===== config.mk =====
export PLATFORM = sky130hd
export DESIGN_NAME = wdt_supervisor
export DESIGN_NICKNAME = d
export VERILOG_FILES = /design/src/rtl/wdt_pkg.sv /design/src/rtl/wdt_rst_sync.sv /design/src/rtl/wdt_period_ctr.sv /design/src/rtl/wdt_rst_timer.sv /design/src/rtl/wdt_supervisor.sv
export SDC_FILE = /design/constraint.sdc
export NUM_CORES = 1
export LEC_CHECK = 0
export ABC_CLOCK_PERIOD_IN_PS = 900
export BUFFER_PORTS_ARGS = -buffer_cell sky130_fd_sc_hd__buf_4
export CAP_MARGIN = 20
export CORE_ASPECT_RATIO = 1.5
export CORE_MARGIN = 4
export CORE_UTILIZATION = 30
export CTS_BUF_LIST = sky130_fd_sc_hd__clkbuf_4 sky130_fd_sc_hd__clkbuf_8
export DETAILED_ROUTE_END_ITERATION = 16
export PLACE_DENSITY_LB_ADDON = 0.05
export SETUP_SLACK_MARGIN = 0.02
export SYNTH_ARGS = -nofsm -noshare
export SYNTH_HDL_FRONTEND = slang
export SYNTH_SLANG_ARGS = --single-unit

===== constraint.sdc =====
create_clock -name clk -period 0.9 [get_ports clk]
set_clock_uncertainty 0.15 [all_clocks]
set_input_delay 0.045 -clock clk [delete_from_list [all_inputs] [get_ports clk]]
set_output_delay 0.045 -clock clk [all_outputs]
set_load 0.05 [all_outputs]

===== src/rtl/wdt_pkg.sv =====
package wdt_pkg;
  typedef enum logic [1:0] {
    ST_HOLD = 2'd0,   // supply out of range or power reset
    ST_RSTW = 2'd1,   // timed host reset after a fault
    ST_RUN  = 2'd2    // host running, watchdog active
  } sup_state_e;
endpackage


===== src/rtl/wdt_rst_sync.sv =====
module wdt_rst_sync (
  input  logic clk,
  input  logic arst_n,
  output logic srst_n
);
  logic [1:0] sync_q;

  always_ff @(posedge clk or negedge arst_n) begin
    if (!arst_n) sync_q <= 2'b00;
    else         sync_q <= {sync_q[0], 1'b1};
  end

  assign srst_n = sync_q[1];
endmodule


===== src/rtl/wdt_period_ctr.sv =====
module wdt_period_ctr #(
  parameter int unsigned PER0 = 10,
  parameter int unsigned PER1 = 50,
  parameter int unsigned PER2 = 150,
  parameter int unsigned PER3 = 350
) (
  input  logic       clk,
  input  logic       rst_n,
  input  logic       restart,
  input  logic       tick,
  input  logic [1:0] sel_in,
  input  logic       timeout_in,
  output logic       expire,
  output logic       open_win
);
  localparam int unsigned CW = $clog2(PER3 + 1);
  localparam logic [CW-1:0] LIM0 = CW'(PER0);
  localparam logic [CW-1:0] LIM1 = CW'(PER1);
  localparam logic [CW-1:0] LIM2 = CW'(PER2);
  localparam logic [CW-1:0] LIM3 = CW'(PER3);

  logic [CW-1:0] cnt_q, cnt_d;
  logic [CW-1:0] lim_q, lim_d;
  logic          to_q, to_d;
  logic [CW-1:0] lim_sel;

  always_comb begin
    case (sel_in)
      2'd0:    lim_sel = LIM0;
      2'd1:    lim_sel = LIM1;
      2'd2:    lim_sel = LIM2;
      default: lim_sel = LIM3;
    endcase
  end

  always_comb begin
    cnt_d = cnt_q;
    lim_d = lim_q;
    to_d  = to_q;
    if (restart) begin
      cnt_d = '0;
      lim_d = lim_sel;
      to_d  = timeout_in;
    end else if (tick) begin
      cnt_d = cnt_q + 1'b1;
    end
  end

  always_ff @(posedge clk or negedge rst_n) begin
    if (!rst_n) begin
      cnt_q <= '0;
      lim_q <= LIM0;
      to_q  <= 1'b0;
    end else begin
      cnt_q <= cnt_d;
      lim_q <= lim_d;
      to_q  <= to_d;
    end
  end

  assign expire   = tick && (cnt_q == lim_q - 1'b1);
  assign open_win = to_q || (cnt_q >= (lim_q >> 1));
endmodule


===== src/rtl/wdt_rst_timer.sv =====
module wdt_rst_timer #(
  parameter int unsigned RST_TICKS = 20
) (
  input  logic clk,
  input  logic rst_n,
  input  logic active,
  input  logic tick,
  output logic done
);
  localparam int unsigned RW = $clog2(RST_TICKS + 1);
  localparam logic [RW-1:0] LAST = RW'(RST_TICKS - 1);

  logic [RW-1:0] cnt_q, cnt_d;

  assign done = active && tick && (cnt_q == LAST);

  always_comb begin
    cnt_d = cnt_q;
    if (!active || done) cnt_d = '0;
    else if (tick)       cnt_d = cnt_q + 1'b1;
  end

  always_ff @(posedge clk or negedge rst_n) begin
    if (!rst_n) cnt_q <= '0;
    else        cnt_q <= cnt_d;
  end
endmodule


===== src/rtl/wdt_supervisor.sv =====
module wdt_supervisor #(
  parameter int unsigned PER0      = 10,
  parameter int unsigned PER1      = 50,
  parameter int unsigned PER2      = 150,
  parameter int unsigned PER3      = 350,
  parameter int unsigned RST_TICKS = 20
) (
  input  logic       clk,
  input  logic       rst_n,
  input  logic       tick_ms,
  input  logic       cfg_timeout_mode,
  input  logic [1:0] cfg_period_sel,
  input  logic       cfg_safe_mode,
  input  logic       clear_stb,
  input  logic       supply_ok,
  output logic       host_rst_n,
  output logic       wd_flag_n
);
  import wdt_pkg::*;

  logic       srst_n;
  sup_state_e state_q, state_d;
  logic       flag_q, flag_d;
  logic       win_open, per_expire, rst_done;
  logic       clr_ok, fault, restart, in_run;

  wdt_rst_sync u_sync (.clk(clk), .arst_n(rst_n), .srst_n(srst_n));

  assign in_run = (state_q == ST_RUN) && supply_ok;
  // a clear is good in the open window, in timeout mode, or to release the flag
  assign clr_ok  = in_run && clear_stb && (win_open || !flag_q);
  assign fault   = in_run && (clear_stb ? !clr_ok : per_expire);
  assign restart = !in_run || clr_ok || fault;

  wdt_period_ctr #(.PER0(PER0), .PER1(PER1), .PER2(PER2), .PER3(PER3)) u_ctr (
    .clk(clk), .rst_n(srst_n), .restart(restart), .tick(tick_ms),
    .sel_in(cfg_period_sel), .timeout_in(cfg_timeout_mode),
    .expire(per_expire), .open_win(win_open)
  );

  wdt_rst_timer #(.RST_TICKS(RST_TICKS)) u_rtmr (
    .clk(clk), .rst_n(srst_n), .active(state_q == ST_RSTW && supply_ok),
    .tick(tick_ms), .done(rst_done)
  );

  always_comb begin
    state_d = state_q;
    flag_d  = flag_q;
    if (!supply_ok) begin
      state_d = ST_HOLD;
    end else begin
      case (state_q)
        ST_HOLD: state_d = ST_RUN;
        ST_RSTW: if (rst_done) state_d = ST_RUN;
        ST_RUN: begin
          if (clr_ok) flag_d = 1'b1;
          if (fault) begin
            if (cfg_safe_mode) flag_d  = 1'b0;
            else               state_d = ST_RSTW;
          end
        end
        default: state_d = ST_HOLD;
      endcase
    end
  end

  always_ff @(posedge clk or negedge srst_n) begin
    if (!srst_n) begin
      state_q <= ST_HOLD;
      flag_q  <= 1'b1;
    end else begin
      state_q <= state_d;
      flag_q  <= flag_d;
    end
  end

  assign host_rst_n = (state_q == ST_RUN);
  assign wd_flag_n  = flag_q;
endmodule


Word-level counts from Yosys, hierarchy flattened. Cells that the tools add are included.

Flip-flop bits (word level): 29. Latch bits: 0. RAM bits: 0. ROM bits: 0. Bits of input ports: 9. Output and inout port bits: 2. Logic and storage cells: 57. Memories kept: 0.

Add/subtract/negate cells: 3. Multipliers: 0. Div/mod/pow operators: 0. $lt $le $gt $ge: 1. Equal/unequal tests: 9. Shift-type cells: 0. Muxes and demuxes: 14. Bitwise operators: 0. Reduce and logical (&&, ||, !) cells: 23.

Operator list (count): $pmux 9 s3 (1); $mux 9 (2); $mux 5 (2); $add 9x1->9 const B (1); $eq 9x9->1 (1); $ge 9x8->1 (1); $sub 9x1->9 const B (1); $logic_and 1x1->1 (8); $mux 2 (4); $ne 3x2->1 const B (2); $pmux 2 s3 (1); $add 5x1->5 const B (1); $eq 5x5->1 const B (1); $logic_or 1x1->1 (5); $eq 2x1->1 const B (2); $eq 2x2->1 const B (2); $logic_not 1->1 (4); $logic_not 2->1 (2); $mux 1 (4); $reduce_bool 2->1 (2); $ne 3x3->1 const B (1); $reduce_and 3->1 (1); $reduce_and 2->1 (1).

Longest topological paths before layout. Gate-level depths: netlist of the first run.

Depth in word-level cells: 10. Mapped depth: 7. Depth with buffers taken out: 7.

By module. A second synthesis of the first run with hierarchy kept.

Cells, all modules: 155. Area, all modules: 1544.0 sq um.

By module, submodules not included: wdt_period_ctr (times used 1, cells each 103, area each 1002.2 sq um, sequential area each 401.6 sq um); wdt_rst_timer (times used 1, cells each 26, area each 274.0 sq um, sequential area each 125.1 sq um); wdt_supervisor (times used 1, cells each 23, area each 214.0 sq um, sequential area each 76.3 sq um); wdt_rst_sync (times used 1, cells each 3, area each 53.8 sq um, sequential area each 50.0 sq um).

Worst setup path before layout of the first run. No wires, ideal clock.

Path type: flip-flop to flip-flop. Start point: reg state_q[0]. End point: reg state_q[1]. Setup time: 0.067 ns. Data arrival time: 1.728 ns. Data required time: 0.683 ns. Setup slack: -1.045 ns. Cell stages (with the launch flop): 5. Buffers on the path: 0. Period minus slack after synthesis: 1.945 ns. Path through: dfrtp_1 nor2b_1 and3_1 a21boi_1 a311o_1.

Longest elaborated chain between the ends: 9. Elaborated cells between the ends (all ways): 18. Classes of those cells: eq/ne (5); mux (3); reduce/logical (10).

Ends and longest elaborated chain: start, declared (RTL line wdt_supervisor.sv:22) `sup_state_e state_q, state_d;`; start signal, assigned (RTL line wdt_supervisor.sv:72) `state_q <= state_d;`; $eq 2x2->1 (*); via host_rst_n (RTL line wdt_supervisor.sv:16) `output logic host_rst_n,`; $logic_and 1x1->1 (RTL line wdt_supervisor.sv:29) `assign in_run = (state_q == ST_RUN) && supply_ok;`; $logic_and 1x1->1 (2 in a row) (RTL line wdt_supervisor.sv:31) `assign clr_ok = in_run && clear_stb && (win_open || !flag_q);`; $logic_not 1->1 (RTL line wdt_supervisor.sv:32) `assign fault = in_run && (clear_stb ? !clr_ok : per_expire);`; $mux 1 (RTL line wdt_supervisor.sv:32); $logic_and 1x1->1 (RTL line wdt_supervisor.sv:32); $ne 3x2->1 (no source line); $reduce_and 3->1 (no source line).

Mark *: on every way through the listed nets, which the timed path passes. The rest lies on a longest branch. A chain may end at the register's enable or synchronous reset.

Worst setup path in the final report of the first run.
Start point: reg u_ctr.cnt_q[7]. End point: reg state_q[1].

Longest elaborated chain between the ends: 9. Elaborated cells between the ends (all ways): 11. Classes of those cells: order compare (1); eq/ne (2); mux (1); reduce/logical (7).

Ends and longest elaborated chain: start, declared (RTL line wdt_period_ctr.sv:22) `logic [CW-1:0] cnt_q, cnt_d;`; start signal, assigned (RTL line wdt_period_ctr.sv:55) `cnt_q <= cnt_d;`; $ge 9x8->1 (RTL line wdt_period_ctr.sv:62) `assign open_win = to_q || (cnt_q >= (lim_q >> 1));`; $logic_or 1x1->1 (RTL line wdt_period_ctr.sv:62); $logic_or 1x1->1 (RTL line wdt_supervisor.sv:31); $logic_and 1x1->1 (RTL line wdt_supervisor.sv:31); $logic_not 1->1 (RTL line wdt_supervisor.sv:32); $mux 1 (*) (RTL line wdt_supervisor.sv:32); $logic_and 1x1->1 (*) (RTL line wdt_supervisor.sv:32); $ne 3x2->1 (no source line) (*); $reduce_and 3->1 (no source line) (*).

Mark *: on every way between the ends. The rest lies on a longest branch, timed or not.

==> results of run 1 <==
-- cell type report --
cell class	count	area share, %
Clock inverter	1	1.29
Inverter	12	1.93
Timing Repair Buffer	60	23.1
Multi-Input combinational cell	105	40.3
Clock buffer	3	1.77
Tap cell	64	3.43
Sequential cell	26	28.1
-- power by group through the flow --
stage / registers [W] / clock network, W / logic [W]
after global routing: 0.00131 / 0.00108 / 0.000951
after detailed placement: 0.00132 / 0 / 0.000630
after CTS: 0.00131 / 0.00103 / 0.000860
after floorplan: 0.00138 / 0 / 0.000296
after global placement: 0.00132 / 0 / 0.000622
final: 0.00130 / 0.00101 / 0.000882
-- cells by family (layout without fill, tap and decap cells) --
logic type	after synthesis	count (layout)	synth area share, %
AOI/OAI and AO/OA	20	20	9.71
xor gates and xnor gates	17	17	10.1
adders and majority gates	14	14	11.9
buffers and inverters	15	76	4.09
DFF	26	26	44.5
muxes	2	2	1.45
other	1	1	0.255
and+or+nand+nor	51	51	18.0
-- per-layer routing --
metal / up-vias / routed length (um) / track usage [%]
met3: 5 / 91 / 2.40
li1: 617 / - / -
met4: 0 / 49 / 4.15
met2: 12 / 2030 / 24.9
met5: - / 0 / 0
met1: 625 / 1490 / 14.7
-- through the flow --
stage	cells	instance area, um2
after global routing	271	2330
after CTS	271	2280
after floorplan	146	1500
after detailed placement	255	1930
after global placement	255	1930
final	271	2330
-- synth_stat cells (2+ instances only) --
master   number  area (um2)
dfrtp_1      24         601
nand4_1       8        50.1
a21oi_1       4        20.0
o21ai_1       5        25.0
inv_1        12        45.0
o21ai_0       2        10.0
or4b_1        2        20.0
xor2_1       10        87.6
dfstp_2       2        52.6
and3_1        3        18.8
nand3_1       3        15.0
buf_2         3        15.0
nor3_1        4        20.0
xnor2_1       7        61.3
nor2_1       17        63.8
ha_1         14         175
nand2_1       8        30.0
-- final timing paths --
| kind | from | endpoint | slack, ps | cells after the start |
|---|---|---|---|---|
| hold / removal | cfg_timeout_mode | u_ctr.to_q$_DFFE_PN0P_ | -160 | 2 |
| min in group asynchronous | u_sync.sync_q[1]$_DFF_PN0_ | u_ctr.cnt_q[2]$_DFFE_PN0P_ | 60 | 1 |
| setup reg to reg | u_ctr.cnt_q[7]$_DFFE_PN0P_ | state_q[1]$_DFFE_PN0P_ | -940 | 5 |
| max in group asynchronous | rst_n | u_sync.sync_q[1]$_DFF_PN0_ | 60 | 3 |
| setup / recovery | u_ctr.cnt_q[7]$_DFFE_PN0P_ | state_q[1]$_DFFE_PN0P_ | -940 | 5 |
| hold reg to reg | u_sync.sync_q[1]$_DFF_PN0_ | u_ctr.cnt_q[2]$_DFFE_PN0P_ | 60 | 1 |
-- what timing repair did --
item | CTS | global route
hold endpoints to repair | 6 | 1
pin swaps | 8 | 7
setup buffers | 7 | 3
cloned | 3 | 0
resized for setup | 41 | 19
setup endpoints to repair | 26 | 26
-- sequential cells by signal, indices dropped and copies added (netlist names) --
register / count
u_ctr.cnt_q: 9
u_ctr.lim_q: 6
u_rtmr.cnt_q: 5
state_q: 2
u_sync.sync_q: 2
u_ctr.to_q: 1
wd_flag_n: 1
-- cell usage in the layout (no fill, tap or decap), types with 2 or more instances in the layout --
cell type       n
buf_4          48
dfrtp_1        22
inv_1          11
nor2_2         11
xor2_1         10
ha_1           10
nand4_1         8
xnor2_1         6
a21oi_2         5
o21ai_2         5
nor3_1          4
nand2_1         4
nor2_1          4
nand2_4         4
buf_12          4
and3_1          3
clkbuf_8        3
buf_8           3
buf_6           3
nand3_2         2
or4b_4          2
o21ai_1         2
nor2_4          2
ha_2            2
ha_4            2
dlygate4sd3_1   2
dfrtp_2         2
dfstp_2         2
==> flow_summary_export.csv, run 1 <==
group,metric,value,unit
timing,fin_crit,1840,ps
synthesis,yosysSeqAreaShare,44.5,%
synthesis,synthArstFlopShare,100,%
setup_path,path_class,"reg -> reg",
floorplan,top_level_ports,11,
power,vdd_drop_max,0.672,mV
setup_path,max_stage_delay,470,ps
timing,fmax,0.543,GHz
final_layout,diodes,0,
final_layout,layout-drive-gt1-share,54.6,%
place,dp_hpwl,2590,um
drt,drc,0,
setup_path,cp_slowest_cell,"or4b_4",
setup_path,path_max_fanout,3,
setup_path,crit_path_start_kind,"register",
power,combPwrFrac,27.6,%
timing,finalSetupViolCount,26,
clocking,postCtsHoldBufs,2,
synthesis,synth.net_count,169,
final_layout,final_nets,231,
drt,route.vias.total,1259,
final_layout,fin_util,50.5,%
power,p_sw,0.000877,W
run_status,outcome,"complete, but fails checks",
power,p_leak,1.09,nW
clocking,cts.clk_slew.worst_paths,100,ps
floorplan,initial_utilization,31.8,%
synthesis,ys_ff_latch,26,
synthesis,yosysUniqueCellTypes,35,
drt,drt_iter0_drc,16,
setup_path,critPathBufInv,0,
synthesis,netlist_instances,146,
clocking,htree_num_levels,1,
final_layout,regArea,656,um2
power,p_seq_share,40.8,%
timing,rsz0062_at_grt,"yes",
synthesis,syn_avg_cell_area,10.1,um2
floorplan,fp.coreArea,4620,um2
synthesis,synth_area,1470,um2
clocking,cts_buffers,3,
setup_path,worstPathArrival,1860,ps
place,gp_congestion,0.767,
setup_path,crit_chain,"ha_2 > or4b_4 > a21oi_2 > a21boi_2 > a311o_1",
clocking,cts_sinks,26,
drt,wire_per_inst,13.5,um
clocking,cts_tree,"done",
power,clkPwrFrac,31.6,%
global_route,grt_pass1_wl,6200,um
global_route,grt_overflow,0,
timing,worst_slack,-941,ps
place,portBuffers,10,
power,intPower,0.00232,W
global_route,grt_max_degree,17,
final_layout,area_growth,58.8,%
power,fin_total_pwr,0.00320,W
synthesis,synth_edf_count,0,
global_route,grt_util_all_layers,13.2,%
final_layout,multi_input_area,941,um2
floorplan,num_rows,30,
clocking,clkLatencyLatePin,280,ps
drt,vias_per_cell,4.65,
global_route,grt_pass1_vias,1397,
setup_path,crit_family,"compound AO/OA/AOI/OAI gates",
setup_path,required,920,ps
global_route,antenna_found_initial,0,
floorplan,die_w,65.1,um
floorplan,die_height,93.7,um
power,switching_share,27.5,%
synthesis,synth_flop_cell,"dfrtp_1",
timing,hold_viol_final,3,
place,pre_cts_ws,-1010,ps
setup_path,end_kind,"register",
min_path,hp-class,"in -> reg",
drt,final_antenna_net_count,0,
timing,slew_violations,0,
flow_run,max_cap_violations,0,
run_status,violations,"hold timing, setup timing",
final_layout,fillers,445,
timing,finalCritPeriodShare,205,%
clocking,clock_path_buffers,2,
timing,hold_slack,-158,ps
drt,wl,3660,um
power,power_density,1370,nW/um2
timing,fin_setup_tns,-21460,ps
synthesis,ys_warn_count,0,
floorplan,dieArea,6100,um2
drt,dr.pass1.iters,3,
clocking,cts-root-buf,"clkbuf_8",
Power figures use the tool's default switching activity.
==> run 2: changes to the inputs <==
--- a/config.mk
+++ b/config.mk
@@ -8,6 +8,8 @@
 export ABC_CLOCK_PERIOD_IN_PS = 900
 export BUFFER_PORTS_ARGS = -buffer_cell sky130_fd_sc_hd__buf_4
 export CAP_MARGIN = 20
+export CELL_PAD_IN_SITES_DETAIL_PLACEMENT = 1
+export CELL_PAD_IN_SITES_GLOBAL_PLACEMENT = 2
 export CORE_ASPECT_RATIO = 1.5
 export CORE_MARGIN = 4
 export CORE_UTILIZATION = 30
==> flow_summary_export.csv, run 2 (synthesized netlist as in run 1, its figures left out) <==
group,metric,value,unit
floorplan,top_level_ports,11,
setup_path,endpoint,"state_q[1]$_DFFE_PN0P_",
min_path,hp-class,"in -> reg",
clocking,cts_sinks,26,
drt,wire_per_inst,16.5,um
clocking,htree_num_levels,1,
drt,route.vias.total,1285,
timing,fmax,0.530,GHz
global_route,grt_util_all_layers,16.0,%
setup_path,crit_path_start_kind,"register",
floorplan,dieArea,6100,um2
timing,rsz0062_at_grt,"yes",
drt,wl,4440,um
setup_path,rr_startpoint,"u_ctr.cnt_q[7]$_DFFE_PN0P_",
drt,final_antenna_net_count,0,
power,vdd_drop_max,0.594,mV
global_route,grt_pass1_wl,7380,um
final_layout,area_growth,56.3,%
drt,drt_iter0_drc,35,
final_layout,largestRegisters,"u_ctr.cnt_q x9, u_ctr.lim_q x6, u_rtmr.cnt_q x5",
drt,vias_per_cell,4.78,
final_layout,top_register,"u_ctr.cnt_q",
global_route,grt_max_degree,25,
final_layout,final_common_cell,"buf_4",
setup_path,worstPathArrival,1900,ps
place,pre_cts_ws,-1010,ps
setup_path,rrSetupSlack,-990,ps
final_layout,diodes,0,
clocking,clkLatencyLatePin,270,ps
drt,dr.pass1.iters,4,
place,post_dp_cell_area,1910,um2
floorplan,num_rows,30,
run_status,violations,"hold timing, setup timing",
clocking,postCtsHoldBufs,2,
final_layout,layout-drive-gt1-share,52.2,%
timing,hold_viol_final,5,
setup_path,path_class,"reg -> reg",
global_route,grt_pass1_vias,1461,
min_path,hp-start,"cfg_timeout_mode",
timing,hold_slack,-154,ps
place,portBuffers,10,
setup_path,path_max_fanout,3,
global_route,grt_overflow,0,
floorplan,die_height,93.7,um
place,gp_congestion,0.707,
clocking,cts_buffers,3,
floorplan,die_w,65.1,um
final_layout,final_design_area_no_fill,2300,um2
global_route,antenna_found_initial,0,
clocking,clock_path_buffers,2,
clocking,cts-root-buf,"clkbuf_8",
final_layout,largest_register_ffs,9,
run_status,outcome,"complete, but fails checks",
timing,finalSetupViolCount,26,
place,dp_hpwl,3010,um
drt,drc,0,
setup_path,crit_start,"u_ctr.cnt_q[7]$_DFFE_PN0P_",
setup_path,end_kind,"register",
timing,slew_violations,0,
setup_path,r2r_end,"state_q[1]$_DFFE_PN0P_",
setup_path,r2r_cells,5,
clocking,cts_tree,"done",
flow_run,max_cap_violations,0,
final_layout,final_nets,229,
timing,fin_crit,1890,ps
floorplan,initial_utilization,31.8,%
timing,finalCritPeriodShare,210,%
timing,worst_slack,-988,ps
power,power_density,1400,nW/um2
clocking,cts.clk_slew.worst_paths,100,ps
floorplan,fp.coreArea,4620,um2
power,p_leak,1.05,nW
final_layout,final_cell_mix,"45 x buf_4, 21 x dfrtp_1, 10 x inv_1, 10 x ha_1, 9 x xor2_1",
setup_path,required,920,ps
==> run 2: layout make-up <==
class,count,area (um2)
fill,526,2320
multi-input combinational,105,923
clock buffer,3,41.3
sequential,26,657
tap,64,80.1
inverter,12,45.0
timing repair buffer,58,519
clock inverter,1,30.0
==> run 2: routing by layer <==
layer	GRT usage [%]	wire, um
met1	17.5	1640
met2	31.5	2690
met3	1.80	74
met4	4.33	36
met5	0	0
==> run 2: worst min-delay path by stage <==
stage	to	cells after the start	slack, ps
after CTS	u_ctr.to_q$_DFFE_PN0P_	2	-160
after floorplan	u_sync.sync_q[0]$_DFF_PN0_	0	-400
after global placement	u_sync.sync_q[0]$_DFF_PN0_	1	-320
after detailed placement	u_sync.sync_q[0]$_DFF_PN0_	1	-320
final	u_ctr.to_q$_DFFE_PN0P_	2	-150
after global routing	u_ctr.to_q$_DFFE_PN0P_	2	-160
==> run 2: power breakdown <==
part | total, W | leakage [nW] | internal, W | switching [W]
sequential | 0.00131 | 0.333 | 0.00125 | 0.0000608
combinational | 0.000887 | 0.686 | 0.000472 | 0.000415
clock | 0.00101 | 0.0357 | 0.000596 | 0.000414
==> run 2: timing repair <==
item / CTS / global route
buffers inserted: 7 / 2
pin swaps: 8 / 4
endpoints found under the setup margin: 26 / 28
endpoints found under the hold margin: 5 / 4
gates resized for setup: 43 / 9
gates cloned: 3 / 0
==> run 2: through the flow <==
stage	total power [W]	setup TNS (ps)	util [%]	std cells	hold WS (ps)
3_3_place_gp	0.00193	-20260	41.3	252	-324
5_1_grt	0.00337	-23770	49.7	269	-161
2_1_floorplan	0.00168	-17080	-	146	-401
6_report	0.00321	-21600	49.7	269	-154
3_5_place_dp	0.00196	-20990	41.3	252	-321
4_1_cts	0.00320	-21520	48.6	268	-158
==> run 2: worst max-delay path, cell delays in order (launching register included) <==
cell	delay, ps
dfrtp_1	440
ha_2	190
or4b_4	500
a21oi_4	150
a21boi_2	80
a311o_1	270
